[config.mk]
export PLATFORM = sky130hd
export DESIGN_NAME = fstack_ctrl
export DESIGN_NICKNAME = d
export VERILOG_FILES = /design/src/rtl/fstack_pkg.sv /design/src/rtl/fstack_ctl.sv /design/src/rtl/fstack_dp.sv /design/src/rtl/fstack_ctrl.sv
export SDC_FILE = /design/constraint.sdc
export NUM_CORES = 1
export LEC_CHECK = 0
export BUFFER_PORTS_ARGS = -buffer_cell sky130_fd_sc_hd__buf_2
export CORE_ASPECT_RATIO = 1.25
export CORE_MARGIN = 3
export CORE_UTILIZATION = 55
export DETAILED_ROUTE_END_ITERATION = 10
export PLACE_DENSITY_LB_ADDON = 0.12
export SETUP_SLACK_MARGIN = 0.1
export SLEW_MARGIN = 10
export SYNTH_ARGS = -nofsm -noshare
export SYNTH_HDL_FRONTEND = slang
export SYNTH_SLANG_ARGS = --single-unit
export TNS_END_PERCENT = 50
[constraint.sdc]
create_clock -name clk -period 6.8 [get_ports clk]
set_input_delay 0.34 -clock clk [delete_from_list [all_inputs] [get_ports clk]]
set_output_delay 0.34 -clock clk [all_outputs]
set_load 0.03 [all_outputs]
[src/rtl/fstack_pkg.sv]
package fstack_pkg;

  localparam int NREG  = 8;
  localparam int IDX_W = 3;
  localparam int TAG_W = 2;
  localparam int TW_W  = NREG * TAG_W;

  localparam logic [3:0] OP_NOP   = 4'd0;
  localparam logic [3:0] OP_INIT  = 4'd1;
  localparam logic [3:0] OP_CLEX  = 4'd2;
  localparam logic [3:0] OP_LDI   = 4'd3;
  localparam logic [3:0] OP_XCH   = 4'd4;
  localparam logic [3:0] OP_CMOV  = 4'd5;
  localparam logic [3:0] OP_FREE  = 4'd6;
  localparam logic [3:0] OP_FREEP = 4'd7;
  localparam logic [3:0] OP_ST    = 4'd8;
  localparam logic [3:0] OP_STP   = 4'd9;
  localparam logic [3:0] OP_PUSHD = 4'd10;
  localparam logic [3:0] OP_LDCW  = 4'd11;

  localparam logic [TAG_W-1:0] TAG_VALID = 2'd0;
  localparam logic [TAG_W-1:0] TAG_ZERO  = 2'd1;
  localparam logic [TAG_W-1:0] TAG_SPEC  = 2'd2;
  localparam logic [TAG_W-1:0] TAG_EMPTY = 2'd3;

  localparam int SW_IE = 0;
  localparam int SW_SF = 6;
  localparam int SW_ES = 7;
  localparam int SW_C1 = 9;
  localparam int SW_B  = 15;
  localparam logic [15:0] CLEX_MASK = 16'h80FF;
  localparam logic [15:0] CW_INIT   = 16'h037F;

  typedef enum logic [1:0] {SRC_ST0, SRC_STI, SRC_FILL, SRC_EXT} src_e;

  typedef struct packed {
    logic             wrAEn;
    logic [IDX_W-1:0] wrAIdx;
    src_e             wrASrc;
    logic [TAG_W-1:0] wrATag;
    logic             wrBEn;
    logic [IDX_W-1:0] wrBIdx;
    src_e             wrBSrc;
    logic [TAG_W-1:0] wrBTag;
    logic             freeEn;
    logic [IDX_W-1:0] freeIdx;
    logic             pushEn;
    logic             popEn;
    logic             doInit;
    logic             doClex;
    logic             ldCw;
    logic             flagStack;
    logic             c1Val;
    logic             excUnm;
    logic             c1Clr;
  } strobe_t;

endpackage

[src/rtl/fstack_ctl.sv]
module fstack_ctl
  import fstack_pkg::*;
(
  input  logic                 clk,
  input  logic                 rstN,
  input  logic                 cmdValid,
  input  logic [3:0]           cmdOp,
  input  logic [IDX_W-1:0]     cmdIdx,
  input  logic [2:0]           condSel,
  input  logic                 flagCf,
  input  logic                 flagZf,
  input  logic                 flagPf,
  input  logic                 extZero,
  input  logic [IDX_W-1:0]     topPtr,
  input  logic [TW_W-1:0]      tagWord,
  input  logic                 invMask,
  output strobe_t              strb,
  output logic                 done,
  output logic                 illegal,
  output logic                 stackErr,
  output logic                 excRaised
);

  function automatic logic [TAG_W-1:0] tagOf(input logic [TW_W-1:0] tw, input logic [IDX_W-1:0] p);
    return tw[{p, 1'b0} +: TAG_W];
  endfunction

  logic [IDX_W-1:0] physI, physP;
  logic [TAG_W-1:0] tag0, tagI, tagP;
  logic             condBase, condHit, badOp;
  strobe_t          s;

  assign physI = topPtr + cmdIdx;
  assign physP = topPtr - 3'd1;
  assign tag0  = tagOf(tagWord, topPtr);
  assign tagI  = tagOf(tagWord, physI);
  assign tagP  = tagOf(tagWord, physP);

  always_comb begin
    case (condSel[1:0])
      2'd0:    condBase = flagCf;
      2'd1:    condBase = flagZf;
      2'd2:    condBase = flagCf | flagZf;
      default: condBase = flagPf;
    endcase
    condHit = condBase ^ condSel[2];
  end

  always_comb begin
    s     = '0;
    badOp = 1'b0;
    if (cmdValid) begin
      case (cmdOp)
        OP_NOP:  ;
        OP_INIT: s.doInit = 1'b1;
        OP_CLEX: s.doClex = 1'b1;
        OP_LDCW: s.ldCw   = 1'b1;
        OP_LDI, OP_PUSHD: begin
          s.wrAIdx = physP;
          if (tagP != TAG_EMPTY || (cmdOp == OP_LDI && tagI == TAG_EMPTY)) begin
            s.flagStack = 1'b1;
            s.c1Val     = (tagP != TAG_EMPTY);
            s.excUnm    = !invMask;
            s.pushEn    = invMask;
            s.wrAEn     = invMask;
            s.wrASrc    = SRC_FILL;
            s.wrATag    = TAG_SPEC;
          end else begin
            s.pushEn = 1'b1;
            s.wrAEn  = 1'b1;
            s.wrASrc = (cmdOp == OP_LDI) ? SRC_STI : SRC_EXT;
            s.wrATag = (cmdOp == OP_LDI) ? tagI : (extZero ? TAG_ZERO : TAG_VALID);
          end
        end
        OP_XCH: begin
          s.wrAIdx = topPtr;
          s.wrBIdx = physI;
          if (tag0 != TAG_EMPTY && tagI != TAG_EMPTY) begin
            s.wrAEn = 1'b1; s.wrASrc = SRC_STI; s.wrATag = tagI;
            s.wrBEn = 1'b1; s.wrBSrc = SRC_ST0; s.wrBTag = tag0;
            s.c1Clr = 1'b1;
          end else begin
            s.flagStack = 1'b1;
            s.excUnm    = !invMask;
            s.wrAEn     = invMask;
            s.wrBEn     = invMask;
            if (tag0 == TAG_EMPTY && tagI != TAG_EMPTY) begin
              s.wrASrc = SRC_STI; s.wrATag = tagI;
            end else begin
              s.wrASrc = SRC_FILL; s.wrATag = TAG_SPEC;
            end
            if (tagI == TAG_EMPTY && tag0 != TAG_EMPTY) begin
              s.wrBSrc = SRC_ST0; s.wrBTag = tag0;
            end else begin
              s.wrBSrc = SRC_FILL; s.wrBTag = TAG_SPEC;
            end
          end
        end
        OP_CMOV: begin
          s.wrAIdx = topPtr;
          if (condHit) begin
            if (tagI == TAG_EMPTY) begin
              s.flagStack = 1'b1;
              s.excUnm    = !invMask;
              s.wrAEn     = invMask;
              s.wrASrc    = SRC_FILL;
              s.wrATag    = TAG_SPEC;
            end else begin
              s.wrAEn = 1'b1; s.wrASrc = SRC_STI; s.wrATag = tagI;
            end
          end
        end
        OP_FREE, OP_FREEP: begin
          s.freeEn  = 1'b1;
          s.freeIdx = physI;
          s.popEn   = (cmdOp == OP_FREEP);
        end
        OP_ST, OP_STP: begin
          s.wrBEn  = 1'b1;
          s.wrBIdx = physI;
          s.wrBSrc = SRC_ST0;
          s.wrBTag = tag0;
          s.popEn  = (cmdOp == OP_STP);
        end
        default: badOp = 1'b1;
      endcase
    end
  end

  assign strb = s;

  always_ff @(posedge clk or negedge rstN) begin
    if (!rstN) begin
      done      <= 1'b0;
      illegal   <= 1'b0;
      stackErr  <= 1'b0;
      excRaised <= 1'b0;
    end else begin
      done      <= cmdValid;
      illegal   <= badOp;
      stackErr  <= s.flagStack;
      excRaised <= s.flagStack & s.excUnm;
    end
  end

  // one-cycle completion
  p_done_next_r14: assert property (@(posedge clk) disable iff (!rstN)
    cmdValid |=> done);
  // undefined codes flagged
  p_bad_code_r14: assert property (@(posedge clk) disable iff (!rstN)
    (cmdValid && cmdOp > OP_LDCW) |=> illegal);
  // an exception pulse is always a stack error
  p_exc_is_err_r6: assert property (@(posedge clk) disable iff (!rstN)
    excRaised |-> stackErr);

endmodule

[src/rtl/fstack_dp.sv]
module fstack_dp
  import fstack_pkg::*;
#(
  parameter int               DATA_W   = 32,
  parameter logic [DATA_W-1:0] FILL_VAL = '1
) (
  input  logic              clk,
  input  logic              rstN,
  input  strobe_t           strb,
  input  logic [IDX_W-1:0]  cmdIdx,
  input  logic [DATA_W-1:0] extData,
  input  logic [IDX_W-1:0]  rdIdx,
  output logic [DATA_W-1:0] rdData,
  output logic [IDX_W-1:0]  topPtr,
  output logic [TW_W-1:0]   tagWord,
  output logic [15:0]       ctrlWord,
  output logic [15:0]       statWord
);

  logic [DATA_W-1:0] regFile [NREG];
  logic [IDX_W-1:0]  topQ, topN;
  logic [TW_W-1:0]   tagQ, tagN;
  logic [15:0]       cwQ, swQ, swN;
  logic [DATA_W-1:0] valA, valB, st0Val, stiVal;

  assign st0Val = regFile[topQ];
  assign stiVal = regFile[topQ + cmdIdx];

  function automatic logic [DATA_W-1:0] pick(input src_e sel, input logic [DATA_W-1:0] v0,
                                             input logic [DATA_W-1:0] vi, input logic [DATA_W-1:0] ve);
    case (sel)
      SRC_ST0:  return v0;
      SRC_STI:  return vi;
      SRC_FILL: return FILL_VAL;
      default:  return ve;
    endcase
  endfunction

  assign valA = pick(strb.wrASrc, st0Val, stiVal, extData);
  assign valB = pick(strb.wrBSrc, st0Val, stiVal, extData);

  always_ff @(posedge clk) begin
    if (strb.wrAEn) regFile[strb.wrAIdx] <= valA;
    if (strb.wrBEn) regFile[strb.wrBIdx] <= valB;
  end

  always_comb begin
    tagN = tagQ;
    if (strb.wrAEn)  tagN[{strb.wrAIdx, 1'b0} +: TAG_W] = strb.wrATag;
    if (strb.wrBEn)  tagN[{strb.wrBIdx, 1'b0} +: TAG_W] = strb.wrBTag;
    if (strb.freeEn) tagN[{strb.freeIdx, 1'b0} +: TAG_W] = TAG_EMPTY;
    if (strb.popEn)  tagN[{topQ, 1'b0} +: TAG_W] = TAG_EMPTY;
    if (strb.doInit) tagN = '1;

    topN = topQ;
    if (strb.pushEn)     topN = topQ - 3'd1;
    else if (strb.popEn) topN = topQ + 3'd1;
    if (strb.doInit)     topN = '0;

    swN = swQ;
    if (strb.doClex) swN = swQ & ~CLEX_MASK;
    if (strb.c1Clr)  swN[SW_C1] = 1'b0;
    if (strb.flagStack) begin
      swN[SW_IE] = 1'b1;
      swN[SW_SF] = 1'b1;
      swN[SW_C1] = strb.c1Val;
      if (strb.excUnm) begin
        swN[SW_ES] = 1'b1;
        swN[SW_B]  = 1'b1;
      end
    end
    if (strb.doInit) swN = '0;
  end

  always_ff @(posedge clk or negedge rstN) begin
    if (!rstN) begin
      tagQ <= '1;
      topQ <= '0;
      cwQ  <= CW_INIT;
      swQ  <= '0;
    end else begin
      tagQ <= tagN;
      topQ <= topN;
      swQ  <= swN;
      if (strb.doInit)    cwQ <= CW_INIT;
      else if (strb.ldCw) cwQ <= extData[15:0];
    end
  end

  assign rdData   = regFile[topQ + rdIdx];
  assign topPtr   = topQ;
  assign tagWord  = tagQ;
  assign ctrlWord = cwQ;
  assign statWord = swQ | {2'b00, topQ, 11'd0};

  // push moves the top down by one
  p_push_top_r2: assert property (@(posedge clk) disable iff (!rstN)
    strb.pushEn |=> topQ == $past(topQ) - 3'd1);
  // pop moves the top up by one
  p_pop_top_r2: assert property (@(posedge clk) disable iff (!rstN)
    strb.popEn |=> topQ == $past(topQ) + 3'd1);
  // any stack fault leaves invalid and stack-fault flags set
  p_fault_flags_r5: assert property (@(posedge clk) disable iff (!rstN)
    strb.flagStack |=> swQ[SW_IE] && swQ[SW_SF]);
  // initialise empties everything
  p_init_state_r1: assert property (@(posedge clk) disable iff (!rstN)
    strb.doInit |=> tagQ == '1 && topQ == '0 && swQ == '0);

endmodule

[src/rtl/fstack_ctrl.sv]
module fstack_ctrl
  import fstack_pkg::*;
#(
  parameter int DATA_W = 32
) (
  input  logic              clk,
  input  logic              rstN,
  input  logic              cmdValid,
  input  logic [3:0]        cmdOp,
  input  logic [2:0]        cmdIdx,
  input  logic [2:0]        condSel,
  input  logic              flagCf,
  input  logic              flagZf,
  input  logic              flagPf,
  input  logic [DATA_W-1:0] cmdData,
  input  logic [2:0]        rdIdx,
  output logic [DATA_W-1:0] rdData,
  output logic [2:0]        topPtr,
  output logic [15:0]       tagWord,
  output logic [15:0]       ctrlWord,
  output logic [15:0]       statWord,
  output logic              done,
  output logic              illegal,
  output logic              stackErr,
  output logic              excRaised
);

  localparam logic [DATA_W-1:0] FILL_VAL = {2'b11, {(DATA_W-2){1'b0}}};

  strobe_t strb;
  logic    extZero;

  assign extZero = (cmdData == '0);

  fstack_ctl u_ctl (
    .clk(clk), .rstN(rstN), .cmdValid(cmdValid), .cmdOp(cmdOp), .cmdIdx(cmdIdx),
    .condSel(condSel), .flagCf(flagCf), .flagZf(flagZf), .flagPf(flagPf),
    .extZero(extZero), .topPtr(topPtr), .tagWord(tagWord), .invMask(ctrlWord[0]),
    .strb(strb), .done(done), .illegal(illegal), .stackErr(stackErr), .excRaised(excRaised)
  );

  fstack_dp #(.DATA_W(DATA_W), .FILL_VAL(FILL_VAL)) u_dp (
    .clk(clk), .rstN(rstN), .strb(strb), .cmdIdx(cmdIdx), .extData(cmdData),
    .rdIdx(rdIdx), .rdData(rdData), .topPtr(topPtr), .tagWord(tagWord),
    .ctrlWord(ctrlWord), .statWord(statWord)
  );

  // an undefined code leaves architectural state unchanged
  p_illegal_hold_r14: assert property (@(posedge clk) disable iff (!rstN)
    illegal |-> $stable(tagWord) && $stable(topPtr) && $stable(ctrlWord) && $stable(statWord));
  // unmasked exception leaves top and tags alone
  p_unmasked_hold_r6: assert property (@(posedge clk) disable iff (!rstN)
    excRaised |-> $stable(tagWord) && $stable(topPtr));

endmodule

==> metrics.yaml <==
status: "completed"
yosysWarnings: 0
hold_class: "in -> reg"
numPortBuffers: 129
antenna_found_initial: 0
vias_per_cell: 7.43
hold_viol_final: 0
clk_latency_ns: 0.58
final_nets: 1825
path_buf_inv: 3
synth-seq-cells: 299
ys_types: 69
required_ns: 7.03
regArea_um2: 8800
grt_setup_unrepaired: "no"
n_fill_cell: 2828
drive_above_1_share: 0.285
p_sw_frac: 0.450
power_frac_seq: 0.246
num_antenna_cells: 0
end_kind: "flip-flop"
start_util: 0.558
cts.sinks: 299
multi_input_area_um2: 10400
first_global_vias: 16500
avgRoutedWirePerCell_um: 29.8
clk_pin_slew_ns: 0.06
cap_violations: 0
overflow: 0
finalClockSkew_ns: 0.0174
crit_top_cell: "buf_4"
fmax_ghz: 0.186
power.density_nw_per_um2: 529
finalMaxSlewViolations: 0
worst_pin_slew_ns: 1.21
cts_max_path_buffers: 3
chipHeight_um: 218
finalSetupViolCount: 0
die_w_um: 176
grt_max_degree: 76
cts_tree: "done"
p_total_mw: 11.6
grt_first_pass_wirelength_um: 101000
crit_path_top_delay_cell: "dfrtp_4"
cts_resized: 0
path_max_fanout: 48
final_period_minus_worst_setup_slack_ns: 5.39
drc_errors: 0
seq_area_frac_synth: 0.444
synthFlopType: "edfxtp_1"
dpl.hpwl_um: 42800
p_leak_nw: 7.70
setup.worst_path.start_class: "flip-flop"
period_share: 0.792
relSlewSlack: 0.188
tns_ns: 0
cpPeakStageDelay_ns: 0.96
crit_arrival_ns: 5.61
critPathTopFamily: "compound AO/OA/AOI/OAI gates"
drt-initial-drc-count: 2185
dieArea_um2: 38300
netlist_area_um2: 19800
rows: 77
startpoint: "u_dp.topPtr[0]$_DFFE_PN0P_"
path_cells: "ha_4 > inv_1 > fa_2 > mux4_2 > and3_1 > nor2_2 > o211ai_1 > o221ai_1 > buf_4 > nand2_1 > o21ai_4 > buf_4"
intPower_mw: 6.40
via_count: 16800
async_flop_share: 0.144
irDropWorstVdd_mv: 0.332
place_congestion: 1.01
p_clk_frac: 0.153
avgSynthCellArea_um2: 11.7
dr.pass1.iters: 6
critPathKind: "reg -> reg"
cts_root_buffer: "clkbuf_16"
totalWireLength_um: 67300
syn-instance-count: 1696
postRouteAntennaNets: 0
htree_levels: 1
pin_count: 138
synth_edf_count: 256
combPwrFrac: 0.601
grt_usage: 0.346
rr_startpoint: "u_dp.topPtr[0]$_DFFE_PN0P_"
p_sw_mw: 5.24
coreArea_um2: 35500
cts_buffers: 31
worstHoldStart: "cmdData[3]"
syn2layout_area_growth_pct: 11.3
==> stage by stage <==
stage          utilization  instances  hold WS [ns]  cell area [µm²]  setup slack (ns)
2_1_floorplan            -       1703        0.0444            19800            0.0575
3_3_place_gp         0.591       2200         0.474            21000              1.56
3_5_place_dp         0.591       2200         0.483            21000              1.44
4_1_cts              0.620       2257       0.00745            22000              1.41
5_1_grt              0.621       2258        0.0364            22000              1.15
6_report             0.621       2258        0.0210            22000              1.41
==> layer usage <==
layer,wire length [µm],up-vias,track usage
li1,-,6949,-
met1,23300,8300,0.442
met2,32900,1251,0.575
met3,7110,275,0.0580
met4,3970,0,0.172
met5,0,-,0
==> what timing repair did <==
| action | CTS | global route |
|---|---|---|
| hold endpoints to repair | 18 | 0 |
| setup buffers | 0 | 0 |
| hold buffers | 1 | 0 |
==> Yosys cell counts (20+ instances only) <==
library cell | instances | area share
a21oi_1 | 83 | 0.021
o211ai_1 | 27 | 0.010
buf_2 | 22 | 0.0056
o21ai_0 | 21 | 0.0053
edfxtp_1 | 256 | 0.39
mux4_2 | 177 | 0.20
nand2_1 | 220 | 0.042
nor2_1 | 85 | 0.016
nand3_1 | 89 | 0.023
buf_1 | 20 | 0.0038
clkbuf_1 | 95 | 0.018
mux2_2 | 33 | 0.019
inv_1 | 22 | 0.0042
o22ai_1 | 203 | 0.064
mux2i_1 | 53 | 0.027
nor3_1 | 25 | 0.0063
dfstp_2 | 25 | 0.033
==> worst reg2reg max path, stage by stage, from the launching register on <==
cell      delay, ns
dfrtp_4        0.96
ha_4           0.24
inv_1          0.05
fa_2           0.61
mux4_2         0.35
and3_1         0.24
nor2_2         0.32
o211ai_1       0.27
o221ai_1       0.27
buf_4          0.22
nand2_1        0.27
o21ai_4        0.71
buf_4          0.49
==> state kept, by name, indices dropped and copies added, names as in the netlist <==
register	count
u_dp.regFile	256
u_dp.ctrlWord	16
u_dp.topPtr	3
u_ctl.stackErr	1
u_ctl.done	1
u_dp.swQ	4
u_dp.tagWord	16
u_ctl.excRaised	1
u_ctl.illegal	1
==> worst paths after layout <==
kind | endpoint | slack, ns | cells past startpoint
max | u_dp.regFile[1][9]$_DFFE_PP_ | 1.41 | 12
min | u_dp.ctrlWord[3]$_DFFE_PN1P_ | 0.02 | 3
max reg2reg | u_dp.regFile[1][9]$_DFFE_PP_ | 1.41 | 12
min reg2reg | u_dp.ctrlWord[8]$_DFFE_PN1P_ | 0.49 | 2
max in group asynchronous | u_dp.topPtr[1]$_DFFE_PN0P_ | 5.56 | 2
min in group asynchronous | u_ctl.illegal$_DFF_PN0_ | 0.49 | 2
==> cell usage in the layout (no fill, tap or decap), types with 27 or more instances in the layout <==
cell / n
edfxtp_1: 256
nand2_1: 220
o22ai_1: 202
mux4_2: 177
buf_2: 129
nand3_1: 89
nor2_1: 84
a21oi_1: 83
mux2i_1: 53
buf_4: 50
mux2_2: 33
clkbuf_16: 31
o211ai_1: 27
==> power by group through the flow <==
stage | Clock [mW] | Sequential (mW) | Combinational (mW)
finish | 1.78 | 2.86 | 7.00
global placement | 0 | 2.89 | 6.76
detailed placement | 0 | 2.89 | 6.89
CTS | 1.78 | 2.86 | 6.90
floorplan | 0 | 2.89 | 5.13
global route | 1.85 | 2.89 | 7.48
==> final cells by class <==
cell class                      count  share of cell area
Clock buffer                       36              0.0361
Tap cell                          474              0.0269
Clock inverter                     20              0.0110
Sequential cell                   299               0.400
Timing Repair Buffer              181              0.0481
Multi-Input combinational cell   1224               0.474
Inverter                           24             0.00409
==> cells by family after synthesis <==
kind of cell,after synthesis,synth area share
xor+xnor,9,0.00544
compound gates,406,0.131
simple gates,525,0.123
fa+ha+maj,13,0.00898
mux,263,0.247
other cells,1,0.000189
buf+inv,180,0.0395
flops,299,0.444
Note: power is estimated with default switching activity, not from simulation.
